--- src/rtl/ostmr_pkg.sv ---
`timescale 1ns/1ps
package ostmr_pkg;
  // width of the packed divide code {cfg3, cfg1, cfg0}
  localparam int unsigned SHIFT_W = 3;
  // largest shift is 2**SHIFT_W - 1, so the phase needs that many bits
  localparam int unsigned PHASE_W = (1 << SHIFT_W) - 1;
  localparam int unsigned ADDR_W  = 2;

  typedef enum logic [ADDR_W-1:0] {
    SEL_DIV    = 2'd0,
    SEL_START  = 2'd1,
    SEL_REMAIN = 2'd2,
    SEL_SPARE  = 2'd3
  } reg_sel_e;

  // code plus one, wrapping in SHIFT_W bits
  function automatic logic [SHIFT_W-1:0] code_to_shift(input logic [SHIFT_W-1:0] code);
    return code + {{(SHIFT_W-1){1'b0}}, 1'b1};
  endfunction
endpackage

--- src/rtl/ostmr_prescaler.sv ---
`timescale 1ns/1ps
module ostmr_prescaler
  import ostmr_pkg::*;
(
  input  logic               clk_i,
  input  logic               rst_ni,
  input  logic [SHIFT_W-1:0] shift_i,
  output logic               tick_o
);
  logic [PHASE_W-1:0] phase_q;
  logic [PHASE_W-1:0] phase_d;
  logic [PHASE_W:0]   bnd;

  // bnd[s]: phase is a multiple of 2**s
  assign bnd[0] = 1'b1;
  for (genvar s = 1; s <= PHASE_W; s++) begin : g_bnd
    assign bnd[s] = (phase_q[s-1:0] == '0);
  end

  always_comb begin
    phase_d = phase_q + {{(PHASE_W-1){1'b0}}, 1'b1};
  end

  always_ff @(posedge clk_i or negedge rst_ni) begin
    if (!rst_ni) begin
      phase_q <= '0;
    end else begin
      phase_q <= phase_d;
    end
  end

  assign tick_o = bnd[shift_i];

  // with a ratio above one, two boundaries are never adjacent
  a_r3_tick_spacing: assert property (@(posedge clk_i) disable iff (!rst_ni)
    (tick_o && shift_i != '0) |=> (!tick_o || shift_i == '0));
endmodule

--- src/rtl/ostmr_countdown.sv ---
`timescale 1ns/1ps
module ostmr_countdown #(
  parameter int unsigned COUNT_W = 32
) (
  input  logic               clk_i,
  input  logic               rst_ni,
  input  logic               tick_i,
  input  logic               load_i,
  input  logic [COUNT_W-1:0] load_val_i,
  output logic [COUNT_W-1:0] remain_o,
  output logic               expire_o
);
  localparam logic [COUNT_W:0] ONE = {{COUNT_W{1'b0}}, 1'b1};

  // one bit wider: a misaligned start holds start value plus one
  logic [COUNT_W:0] rem_q;
  logic [COUNT_W:0] rem_d;
  logic             rem_en;
  logic             exp_q;
  logic             exp_d;
  logic             running;

  assign running = (rem_q != '0);

  always_comb begin
    rem_d  = rem_q;
    exp_d  = 1'b0;
    rem_en = 1'b0;
    if (load_i) begin
      rem_en = 1'b1;
      if (load_val_i == '0) begin
        rem_d = '0;
      end else begin
        // off a boundary the partial period counts as one more unit
        rem_d = {1'b0, load_val_i} + {{COUNT_W{1'b0}}, ~tick_i};
      end
    end else if (tick_i && running) begin
      rem_en = 1'b1;
      rem_d  = rem_q - ONE;
      exp_d  = (rem_q == ONE);
    end
  end

  always_ff @(posedge clk_i or negedge rst_ni) begin
    if (!rst_ni) begin
      rem_q <= '0;
      exp_q <= 1'b0;
    end else begin
      if (rem_en) begin
        rem_q <= rem_d;
      end
      exp_q <= exp_d;
    end
  end

  assign remain_o = rem_q[COUNT_W] ? {COUNT_W{1'b1}} : rem_q[COUNT_W-1:0];
  assign expire_o = exp_q;

  // strobe never lasts two cycles
  a_r11_single_pulse: assert property (@(posedge clk_i) disable iff (!rst_ni)
    expire_o |=> !expire_o);
  // the strobe coincides with an empty count
  a_r7_idle_at_expiry: assert property (@(posedge clk_i) disable iff (!rst_ni)
    expire_o |-> (rem_q == '0));
  // zero start empties the count and raises nothing
  a_r10_zero_stops: assert property (@(posedge clk_i) disable iff (!rst_ni)
    (load_i && load_val_i == '0) |=> (rem_q == '0 && !expire_o));
  // the count moves only on a prescaled boundary
  a_r5_hold_off_tick: assert property (@(posedge clk_i) disable iff (!rst_ni)
    (!load_i && !tick_i) |=> $stable(rem_q));
  // without a start write the count never grows
  a_r6_no_growth: assert property (@(posedge clk_i) disable iff (!rst_ni)
    !load_i |=> (rem_q <= $past(rem_q)));
endmodule

--- src/rtl/ostmr_regfile.sv ---
`timescale 1ns/1ps
module ostmr_regfile
  import ostmr_pkg::*;
#(
  parameter int unsigned COUNT_W = 32
) (
  input  logic               clk_i,
  input  logic               rst_ni,
  input  logic               wr_i,
  input  logic [ADDR_W-1:0]  addr_i,
  input  logic [COUNT_W-1:0] wdata_i,
  input  logic [COUNT_W-1:0] remain_i,
  output logic [COUNT_W-1:0] rdata_o,
  output logic [SHIFT_W-1:0] code_o,
  output logic               load_o,
  output logic [COUNT_W-1:0] load_val_o
);
  reg_sel_e           sel;
  logic [SHIFT_W-1:0] code_q;
  logic [SHIFT_W-1:0] code_d;
  logic               code_en;
  logic [COUNT_W-1:0] start_q;
  logic [COUNT_W-1:0] start_d;
  logic               start_en;

  assign sel = reg_sel_e'(addr_i);

  always_comb begin
    code_en  = wr_i && (sel == SEL_DIV);
    start_en = wr_i && (sel == SEL_START);
    // bit 2 of the written value is dropped
    code_d   = {wdata_i[3], wdata_i[1:0]};
    start_d  = wdata_i;
  end

  always_ff @(posedge clk_i or negedge rst_ni) begin
    if (!rst_ni) begin
      code_q  <= '0;
      start_q <= '0;
    end else begin
      if (code_en) begin
        code_q <= code_d;
      end
      if (start_en) begin
        start_q <= start_d;
      end
    end
  end

  always_comb begin
    case (sel)
      SEL_DIV:    rdata_o = {{(COUNT_W-4){1'b0}}, code_q[2], 1'b0, code_q[1:0]};
      SEL_START:  rdata_o = start_q;
      SEL_REMAIN: rdata_o = remain_i;
      default:    rdata_o = '0;
    endcase
  end

  assign code_o     = code_q;
  assign load_o     = start_en;
  assign load_val_o = start_d;

  // a write to the remaining-count slot leaves the stored registers alone
  a_r8_remain_write_ignored: assert property (@(posedge clk_i) disable iff (!rst_ni)
    (wr_i && sel == SEL_REMAIN) |=> ($stable(code_q) && $stable(start_q)));
endmodule

--- src/rtl/ostmr_top.sv ---
`timescale 1ns/1ps
module ostmr_top
  import ostmr_pkg::*;
#(
  parameter int unsigned COUNT_W = 32
) (
  input  logic               clk_i,
  input  logic               rst_ni,
  input  logic               reg_wr_i,
  input  logic [ADDR_W-1:0]  reg_addr_i,
  input  logic [COUNT_W-1:0] reg_wdata_i,
  output logic [COUNT_W-1:0] reg_rdata_o,
  output logic               expire_o
);
  logic [SHIFT_W-1:0] code;
  logic [SHIFT_W-1:0] shift;
  logic               tick;
  logic               load;
  logic [COUNT_W-1:0] load_val;
  logic [COUNT_W-1:0] remain;

  assign shift = code_to_shift(code);

  ostmr_regfile #(.COUNT_W(COUNT_W)) u_regs (
    .clk_i      (clk_i),
    .rst_ni     (rst_ni),
    .wr_i       (reg_wr_i),
    .addr_i     (reg_addr_i),
    .wdata_i    (reg_wdata_i),
    .remain_i   (remain),
    .rdata_o    (reg_rdata_o),
    .code_o     (code),
    .load_o     (load),
    .load_val_o (load_val)
  );

  ostmr_prescaler u_pre (
    .clk_i   (clk_i),
    .rst_ni  (rst_ni),
    .shift_i (shift),
    .tick_o  (tick)
  );

  ostmr_countdown #(.COUNT_W(COUNT_W)) u_cnt (
    .clk_i      (clk_i),
    .rst_ni     (rst_ni),
    .tick_i     (tick),
    .load_i     (load),
    .load_val_i (load_val),
    .remain_o   (remain),
    .expire_o   (expire_o)
  );
endmodule

--- config.mk ---
export PLATFORM = sky130hd
export DESIGN_NAME = ostmr_top
export DESIGN_NICKNAME = d
export VERILOG_FILES = /design/src/rtl/ostmr_pkg.sv /design/src/rtl/ostmr_prescaler.sv /design/src/rtl/ostmr_countdown.sv /design/src/rtl/ostmr_regfile.sv /design/src/rtl/ostmr_top.sv
export SDC_FILE = /design/constraint.sdc
export NUM_CORES = 1
export LEC_CHECK = 0
export BUFFER_PORTS_ARGS = -buffer_cell sky130_fd_sc_hd__buf_2
export CAP_MARGIN = 20
export CORE_AREA = 5 5 115 144
export CTS_CLUSTER_DIAMETER = 80
export DETAILED_ROUTE_END_ITERATION = 10
export DIE_AREA = 0 0 120 149
export GPL_TIMING_DRIVEN = 0
export PLACE_DENSITY = 0.63
export SLEW_MARGIN = 20
export SYNTH_ARGS = -nofsm -noshare
export SYNTH_HDL_FRONTEND = slang
export SYNTH_HIERARCHICAL = 1
export SYNTH_SLANG_ARGS = --single-unit
--- constraint.sdc ---
create_clock -name clk_i -period 8.5 [get_ports clk_i]
set_input_delay 0.425 -clock clk_i [delete_from_list [all_inputs] [get_ports clk_i]]
set_output_delay 0.425 -clock clk_i [all_outputs]
set_load 0.05 [all_outputs]
==> results of run 1 <==
==> cells in the mapped netlist (6+ instances only) <==
cell      number  area share, %
clkbuf_1      14            1.0
buf_4         35            5.0
o21ai_0        7           0.67
a22o_1        29            4.8
nand4_1       15            1.8
a21oi_1        8           0.76
buf_2          6           0.57
mux2_1        29            6.2
nor4_1        18            2.1
ha_1           7            1.7
dfrtp_1       76             36
o22ai_1       15            1.8
nor3_1        15            1.4
xor2_1        15            2.5
xnor2_1       39            6.5
mux2_2         6            1.3
mux2i_1       13            2.5
nand3_1       22            2.1
nand2_1       25            1.8
nor2_1        25            1.8
inv_1         17            1.2
or2_2         34            4.0
==> path summary, 6_finish.rpt <==
kind	from	to	slack, ns	depth (start not counted)
setup / recovery	u_regs/code_o[0]$_DFFE_PN0P_	u_cnt/rem_q[27]$_DFFE_PN0P_	4.81	12
hold / removal	rst_ni	u_regs/start_q[14]$_DFFE_PN0P_	0.05	1
setup reg to reg	u_regs/code_o[0]$_DFFE_PN0P_	u_cnt/rem_q[27]$_DFFE_PN0P_	4.81	12
hold reg to reg	u_pre/phase_q[6]$_DFF_PN0_	u_pre/phase_q[6]$_DFF_PN0_	0.48	1
max in group asynchronous	rst_ni	u_cnt/expire_o$_DFF_PN0_	7.84	2
min in group clk_i	reg_wdata_i[26]	u_regs/start_q[26]$_DFFE_PN0P_	0.30	2
==> where the power goes <==
| group | internal, mW | total (mW) | switching (mW) |
|---|---|---|---|
| clock network | 0.287 | 0.447 | 0.160 |
| registers | 0.431 | 0.505 | 0.0739 |
| logic | 0.177 | 0.442 | 0.264 |
| total | 0.895 | 1.39 | 0.498 |
==> sequential cells by signal, indices dropped and copies added (netlist names) <==
name	flops
u_cnt/expire_o	1
u_regs/start_q	32
u_cnt/rem_q	33
u_pre/phase_q	7
u_regs/code_o	3
==> layer usage <==
metal | part of all wire [%] | wire (um) | track usage [%]
met4 | 2.5 | 391 | 6.648
met5 | 0 | 0 | 0
met3 | 5.4 | 856 | 4.059
met2 | 49 | 7796 | 31.53
met1 | 43 | 6891 | 22.81
==> metrics by stage <==
step	total power, mW	worst slack, ns
CTS	1.402	4.871
global route	1.464	4.599
global placement	0.9374	4.934
finish	1.393	4.806
detailed placement	0.9495	4.880
floorplan	0.8220	5.444
==> critical path, stage by stage, from the launching register on <==
cell and delay (ns):
dfrtp_1 0.41, ha_1 0.37, mux2_4 0.22, a221o_1 0.14, o21ai_2 0.14, inv_1 0.19, ha_1 0.20, nand3_1 0.21
nor2_1 0.71, nand3b_1 0.35, nor3_1 0.32, xnor2_1 0.17, o22ai_1 0.10
==> final cells by class <==
class	instances	area [um2]	area share [%]
Multi-Input combinational cell	391	2910	46.95
Inverter	17	63.81	1.029
Tap cell	182	227.7	3.674
Buffer	59	390.4	6.298
Clock inverter	6	112.6	1.817
Clock buffer	10	229.0	3.694
Timing Repair Buffer	69	362.8	5.854
Sequential cell	76	1902	30.68
==> cells in the final DEF, fill, tap and decap left out, types with 4 or more instances in the layout <==
cell type / count
buf_2: 73
o21a_1: 5
dfrtp_1: 76
inv_1: 17
nor3_1: 15
or2_2: 34
xor2_1: 15
xnor2_1: 39
and3_1: 4
ha_1: 7
or3_1: 4
o22ai_1: 15
or4_1: 4
mux2_2: 6
o21ai_0: 7
a22o_1: 29
clkbuf_1: 15
nor4_1: 18
clkbuf_16: 9
a21oi_1: 8
buf_6: 4
nand2_1: 25
nand4_1: 15
mux2_1: 29
buf_4: 36
mux2i_1: 13
nor2_1: 25
nand3_1: 22
==> cells by family after synthesis <==
family	share of synthesized area, %
muxes	10.24
buffers and inverters	8.624
AOI/OAI and AO/OA	12.76
DFF	36.11
adders and majority gates	1.663
xor gates and xnor gates	8.981
and+or+nand+nor	21.62
==> out/results.ini, run 1 <==
[timing]
setup_violations = 0
finalCritPeriodShare_pct = 43.46
final-hold-violation-count = 0
max_freq_mhz = 270.7
tightest_slew_ns = 0.9221
fin_crit_ns = 3.694
holdWs_ns = 0.04999
slew_headroom_pct = 38.05
slew_violations = 0
rsz0062_at_grt = false
tns_ns = 0
finClkSkew_ns = 0.006457

[critical_path]
cp.arrival_ns = 3.90
end_kind = flip-flop
worstSetupStartpointType = flip-flop
crit_fanout = 7
crit_type = flip-flop to flip-flop
required_ns = 8.70

[logic_synthesis]
syn_area_per_cell_um2 = 9.699
async_flop_share_pct = 100.0
syn_inst = 543
synth.distinct_cells = 65
syn-num-nets = 587
synth_edf_count = 0
syn_area_um2 = 5266
synth-seq-area-share_pct = 36.11
yosysWarnings = 6
ys_seq_elements = 76
ys.flop_type = dfrtp_1

[clocking]
cts_tree = done
cts_resized = 0
cts-root-buf = clkbuf_16
cts_buffers = 9
holdBufCountCts = 0
clk_latency_ns = 0.35
ctsLongestPathBuffers = 2
path_clk_slew_ns = 0.06
clkSinkCount = 76
cts_setup_buffers = 0
htree_levels = 3

[routing]
post_drt_wl_per_cell_um = 19.67
vias = 4434
viasPerCell = 5.474
first_pass_iters = 5
drt.antenna.violating_nets = 0
drc = 0
drtIter0Drc = 283
finalWirelength_um = 15940

[final_layout]
layout-drive-gt1-share_pct = 29.62
fillers = 1475
fin_cells = 810
fin_area_um2 = 6198
n_antenna_cell = 0
final_util_pct = 41.46
syn2layout_area_growth_pct = 17.70
nets = 667

[status]
status = finished, final reports clean

[global_routing]
antenna_found_initial = 0
grt_max_degree = 41
overflow = 0
track_usage_pct = 18.44
grt_pass1_wl_um = 25720
grt_pass1_vias = 4714

[floorplan]
die_height_um = 149
row_count = 50
die_w_um = 120
start_util_pct = 35.22
core_um2 = 14950
die_area_um2 = 17880
ios = 70

[power]
power_leakage_nw = 2.695
powerDensity_nw_per_um2 = 224.7
ir_drop_uv = 105.8

[min_path]
min_path_type = primary input to asynchronous set/reset pin

[place]
dp_hpwl_um = 11980
placed_cells = 794
place.gp.congestion = 0.9214
dpl-instance-area_um2 = 5857
port_buffers = 68

[flow_run]
maxCapViolCount = 0

Note: power is estimated with default switching activity, not from simulation.
==> run 2, diff against run 1 <==
--- a/config.mk
+++ b/config.mk
@@ -12,7 +12,7 @@
 export DETAILED_ROUTE_END_ITERATION = 10
 export DIE_AREA = 0 0 120 149
 export GPL_TIMING_DRIVEN = 0
-export PLACE_DENSITY = 0.63
+export PLACE_DENSITY = 0.65
 export SLEW_MARGIN = 20
 export SYNTH_ARGS = -nofsm -noshare
 export SYNTH_HDL_FRONTEND = slang
==> constraint.sdc (replaced) <==
create_clock -name clk_i -period 3.38 [get_ports clk_i]
set_input_delay 0.169 -clock clk_i [delete_from_list [all_inputs] [get_ports clk_i]]
set_output_delay 0.169 -clock clk_i [all_outputs]
set_load 0.05 [all_outputs]
==> out/results.ini, run 2 (synthesis gave the netlist of run 1 again) <==
[routing]
post_drt_wl_per_cell_um = 20.08  ; +2.1%
first_pass_iters = 5  ; unchanged
vias = 4571  ; +3.1%
viasPerCell = 5.636  ; +3.0%
drc = 0  ; unchanged
drt.antenna.violating_nets = 0  ; unchanged
finalWirelength_um = 16280  ; +2.2%
drtIter0Drc = 347  ; +23%

[critical_path]
end_kind = flip-flop
cp_cell_sequence = ha_4, mux2_4, a221o_1, o21ai_2, inv_2, ha_1, ha_2, nand2_1, or4_4, nor4_1, xnor2_1, o32a_1, o21ai_1
crit_fanout = 5  ; -2
crit_type = flip-flop to flip-flop
required_ns = 3.59  ; -5.11 ns
cp.arrival_ns = 3.47  ; -0.43 ns
critPathMaxStageDelay_ns = 0.60  ; -0.11 ns
worst_path_max_delay_cell = or4_4
critPathTopFamily = simple AND/OR/NAND/NOR gates
worstSetupStartpointType = flip-flop
critical_path_buf_inv_count = 1  ; unchanged

[timing]
final-hold-violation-count = 0  ; unchanged
max_freq_mhz = 306.5  ; +13%
finalCritPeriodShare_pct = 96.54  ; +53 points
setup_violations = 0  ; unchanged
fin_crit_ns = 3.263  ; -0.4307 ns
slew_violations = 0  ; unchanged
tightest_slew_ns = 0.9575  ; +0.03539 ns
slew_headroom_pct = 35.68  ; -2.4 points
finClkSkew_ns = 0.006909  ; +0.0004523 ns
setup_ws_ns = 0.1169  ; -4.689 ns

[place]
placed_cells = 794  ; unchanged
pre_cts_ws_ns = -0.2047  ; -5.084 ns
dpl-instance-area_um2 = 5864  ; +0.13%
place.gp.congestion = 0.9081  ; -1.4%
dp_hpwl_um = 12170  ; +1.6%
port_buffers = 68  ; unchanged

[final_layout]
reg.largest.list = u_cnt/rem_q: 33 flops, u_regs/start_q: 32 flops, u_pre/phase_q: 7 flops
multi_input_area_um2 = 2959  ; +1.7%
top_register = u_cnt/rem_q
n_antenna_cell = 0  ; unchanged
syn2layout_area_growth_pct = 18.15
final_common_cell = dfrtp_1
fin_area_um2 = 6222  ; +0.38%
fin_cells = 811  ; +0.12%
largest_reg_flops = 33  ; unchanged
fillers = 1457  ; -1.2%
regArea_um2 = 1902  ; unchanged
layout_common_cells = 76 x dfrtp_1, 73 x buf_2, 39 x xnor2_1
nets = 669  ; +0.30%
layout-drive-gt1-share_pct = 31.16  ; +1.5 points

[power]
ir_drop_uv = 255.2  ; +140%
power_leakage_nw = 2.692  ; about the same
powerDensity_nw_per_um2 = 542.5  ; +140%

[clocking]
ctsLongestPathBuffers = 2  ; unchanged
clkSinkCount = 76  ; unchanged
cts-root-buf = clkbuf_16
cts_tree = done
path_clk_slew_ns = 0.06  ; about the same
htree_levels = 3  ; unchanged
clk_latency_ns = 0.34  ; about the same
cts_buffers = 9  ; unchanged

[status]
status = finished, final reports clean

[floorplan]
die_height_um = 149  ; unchanged
start_util_pct = 35.22  ; unchanged
ios = 70  ; unchanged
core_um2 = 14950  ; unchanged
die_w_um = 120  ; unchanged
die_area_um2 = 17880  ; unchanged
row_count = 50  ; unchanged

[global_routing]
grt_max_degree = 51  ; +24%
overflow = 0  ; unchanged
grt_pass1_vias = 4790  ; +1.6%
antenna_found_initial = 0  ; unchanged
track_usage_pct = 18.42  ; about the same
grt_pass1_wl_um = 25990  ; +1.0%

[flow_run]
maxCapViolCount = 0  ; unchanged

[min_path]
min_path_type = primary input to flip-flop

run 2: repair_timing:
| action | CTS | global route |
|---|---|---|
| hold buffers | 1 | 0 |
| buffers inserted | 0 | 1 |
| setup endpoints to repair | 12 | 12 |
| endpoints found under the hold margin | 26 | 0 |
| resized for setup | 5 | 5 |
run 2: final cells by class:
type | instances | area share, %
Multi-Input combinational cell | 391 | 47.56
Tap cell | 182 | 3.660
Timing Repair Buffer | 71 | 6.234
Buffer | 59 | 6.274
Clock buffer | 10 | 3.841
Clock inverter | 5 | 0.8446
Inverter | 17 | 1.026
Sequential cell | 76 | 30.56
run 2: final timing paths:
path,start,end,slack [ns],cells after the start
max,u_regs/code_o[0]$_DFFE_PN0P_,u_cnt/rem_q[30]$_DFFE_PN0P_,0.12,13
min,reg_wdata_i[19],u_regs/start_q[19]$_DFFE_PN0P_,0.06,2
max reg2reg,u_regs/code_o[0]$_DFFE_PN0P_,u_cnt/rem_q[30]$_DFFE_PN0P_,0.12,13
min reg2reg,u_pre/phase_q[6]$_DFF_PN0_,u_pre/phase_q[6]$_DFF_PN0_,0.47,1
max in group asynchronous,rst_ni,u_cnt/rem_q[29]$_DFFE_PN0P_,2.48,3
min in group asynchronous,rst_ni,u_regs/start_q[20]$_DFFE_PN0P_,0.29,2
run 2: metrics by stage:
stage / power, mW / util [%] / setup TNS, ns / hold WS (ns)
global route: 3.559 / 41.62 / -0.01519 / 0.04744
CTS: 3.379 / 41.35 / 0 / 0.04817
global placement: 2.359 / 39.02 / -0.8466 / 0.3994
detailed placement: 2.396 / 39.22 / -1.246 / 0.1273
finish: 3.376 / 41.62 / 0 / 0.05590
floorplan: 2.067 / - / 0 / -0.1266
run 2: report_power, final:
part	total, mW	internal (mW)	leakage [nW]	switching, mW
Sequential	1.27	1.08	0.921	0.186
Clock	0.973	0.584	0.144	0.389
Combinational	1.13	0.459	1.63	0.675
run 2: metal layers:
layer  part of all wire, %  up-vias  track usage (%)  wire [um]
li1                      -     2116                -          -
met5                     0        -                0          0
met2                    49      191            31.31       8014
met1                    42     2224            22.83       6862
met3                   5.8       40            3.642        949
met4                   2.8        0            7.564        458
==> run 3, diff against run 2 <==
--- a/config.mk
+++ b/config.mk
@@ -5,7 +5,7 @@
 export SDC_FILE = /design/constraint.sdc
 export NUM_CORES = 1
 export LEC_CHECK = 0
-export BUFFER_PORTS_ARGS = -buffer_cell sky130_fd_sc_hd__buf_2
+export BUFFER_PORTS_ARGS = -buffer_cell sky130_fd_sc_hd__buf_4
 export CAP_MARGIN = 20
 export CORE_AREA = 5 5 115 144
 export CTS_CLUSTER_DIAMETER = 80
==> out/results.ini, run 3 (synthesis gave the netlist of run 1 again) <==
[critical_path]
r2r_slack_ns = 0.11  ; about the same
end_kind = flip-flop
critPathMaxStageDelay_ns = 0.61  ; about the same
required_ns = 3.60  ; about the same
startpoint = u_regs/code_o[0]$_DFFE_PN0P_
cp_common_cell = ha_1
reg2regPathDepth = 13  ; unchanged
worst_path_max_delay_cell = or4_4
worstSetupStartpointType = flip-flop
crit_type = flip-flop to flip-flop
cp.arrival_ns = 3.49  ; +0.02 ns
crit_fanout = 5  ; unchanged
cp_cell_sequence = ha_4, mux2_4, a221o_1, o21ai_2, inv_2, ha_1, ha_1, nand2_1, or4_4, o31a_1, o21bai_2, a21oi_2, a2bb2oi_2
regToRegStartpoint = u_regs/code_o[0]$_DFFE_PN0P_
rr_endpoint = u_cnt/rem_q[22]$_DFFE_PN0P_

[floorplan]
ios = 70  ; unchanged
start_util_pct = 35.22  ; unchanged
die_height_um = 149  ; unchanged
core_um2 = 14950  ; unchanged
die_w_um = 120  ; unchanged
die_area_um2 = 17880  ; unchanged
row_count = 50  ; unchanged

[final_layout]
reg.largest.list = u_cnt/rem_q: 33 flops, u_regs/start_q: 32 flops, u_pre/phase_q: 7 flops
nets = 669  ; unchanged
syn2layout_area_growth_pct = 21.07
top_register = u_cnt/rem_q
layout-drive-gt1-share_pct = 31.43  ; +0.27 points
largest_reg_flops = 33  ; unchanged
fin_cells = 812  ; +0.12%
final_common_cell = buf_4
fillers = 1468  ; +0.75%
fin_area_um2 = 6376  ; +2.5%
regArea_um2 = 1902  ; unchanged
final_util_pct = 42.64  ; +1.0 points
multi_input_area_um2 = 2964  ; +0.17%
n_antenna_cell = 0  ; unchanged
layout_common_cells = 104 x buf_4, 76 x dfrtp_1, 39 x xnor2_1

[routing]
viasPerCell = 5.587  ; -0.87%
first_pass_iters = 5  ; unchanged
vias = 4537  ; -0.74%
drc = 0  ; unchanged
finalWirelength_um = 16570  ; +1.7%
post_drt_wl_per_cell_um = 20.40  ; +1.6%
drt.antenna.violating_nets = 0  ; unchanged
drtIter0Drc = 258  ; -26%

[flow_run]
maxCapViolCount = 0  ; unchanged

[timing]
max_freq_mhz = 306.0  ; -0.16%
finalCritPeriodShare_pct = 96.69  ; +0.15 points
rsz0062_at_grt = false
tightest_slew_ns = 0.8392  ; -0.1183 ns
slew_headroom_pct = 43.62  ; +7.9 points
setup_violations = 0  ; unchanged
fin_crit_ns = 3.268  ; +0.005158 ns
holdWs_ns = 0.05090  ; -0.005008 ns
final-hold-violation-count = 0  ; unchanged
finClkSkew_ns = 0.01113  ; +0.004216 ns
slew_violations = 0  ; unchanged

[clocking]
cts_buffers = 9  ; unchanged
cts-root-buf = clkbuf_16
htree_levels = 3  ; unchanged
cts_tree = done
ctsLongestPathBuffers = 2  ; unchanged
clkSinkCount = 76  ; unchanged
clk_latency_ns = 0.34  ; about the same
path_clk_slew_ns = 0.06  ; about the same

[status]
status = finished, final reports clean

[global_routing]
antenna_found_initial = 0  ; unchanged
grt_pass1_vias = 4711  ; -1.6%
overflow = 0  ; unchanged
grt_max_degree = 77  ; +51%
track_usage_pct = 18.61  ; +0.19 points
grt_pass1_wl_um = 25880  ; -0.42%

[place]
placed_cells = 793  ; -0.13%
port_buffers = 68  ; unchanged
place.gp.congestion = 0.9446  ; +4.0%
dpl-instance-area_um2 = 6005  ; +2.4%
dp_hpwl_um = 12280  ; +0.88%

[min_path]
hold-path-endpoint = u_regs/start_q[26]$_DFFE_PN0P_
worstHoldPathCells = 2  ; unchanged
min_path_type = primary input to flip-flop
min_from = reg_wdata_i[26]

[power]
powerDensity_nw_per_um2 = 532.4  ; -1.9%
power_leakage_nw = 2.725  ; +1.2%
ir_drop_uv = 227.7  ; -11%

==> run 3: cell types whose count changed in the layout (fill, tap and decap cells not counted), sizes merged <==
cell,before,now
bufinv,1,0
clkbuf,24,26
==> run 3: layer usage <==
| metal | up-vias | GRT usage [%] | share of wire, % |
|---|---|---|---|
| met5 | - | 0 | 0 |
| met4 | 0 | 6.934 | 2.5 |
| met3 | 30 | 3.642 | 5.0 |
| met2 | 147 | 32.32 | 50 |
| met1 | 2253 | 22.80 | 42 |
| li1 | 2107 | - | - |
==> run 3: worst max-delay path: cells and delay by family (launching register included) <==
kind,cells,cell delay [ns]
AO/OA/AOI/OAI,6,1.00
AND/OR/NAND/NOR,2,0.76
adder cells (fa/ha/maj),3,0.67
flip-flops,1,0.43
multiplexers,1,0.19
buffers and inverters,1,0.10
==> run 3: final cells by class <==
cell class	instances	area share (%)
buffer	59	6.122
inverter	17	1.001
sequential	76	29.83
clock inverter	4	0.3532
timing repair buffer	71	8.458
clock buffer	12	4.180
tap	182	3.571
multi-input combinational	391	46.49
==> run 3: power breakdown <==
group,switching [mW],internal [mW],total [mW]
Combinational,0.678,0.503,1.18
Sequential,0.189,1.08,1.27
Clock,0.388,0.554,0.942
Total,1.25,2.14,3.39
==> run 3: timing repair <==
item                                    CTS  global route
hold buffers                              0             1
endpoints found under the setup margin   12            11
gates resized for setup                   6             4
setup buffers                             0             2
endpoints found under the hold margin     0            76
==> run 3: per-stage QoR <==
step                setup TNS (ns)  setup WS, ns  power (mW)
global route                     0       0.03161       3.572
finish                           0        0.1117       3.395
CTS                              0      0.002551       3.398
floorplan                        0        0.3241       2.067
global placement           -0.9620       -0.1919       2.405
detailed placement          -1.689       -0.2428       2.438
==> run 3: worst max-delay path by stage <==
| stage | endpoint | slack (ns) | depth (start not counted) |
|---|---|---|---|
| final | u_cnt/rem_q[22]$_DFFE_PN0P_ | 0.11 | 13 |
| after global routing | u_cnt/rem_q[14]$_DFFE_PN0P_ | 0.03 | 11 |
| after CTS | u_cnt/rem_q[30]$_DFFE_PN0P_ | 0.003 | 13 |
| after detailed placement | u_cnt/rem_q[27]$_DFFE_PN0P_ | -0.24 | 12 |
| after global placement | u_cnt/rem_q[27]$_DFFE_PN0P_ | -0.19 | 12 |
| after floorplan | u_cnt/rem_q[22]$_DFFE_PN0P_ | 0.32 | 13 |
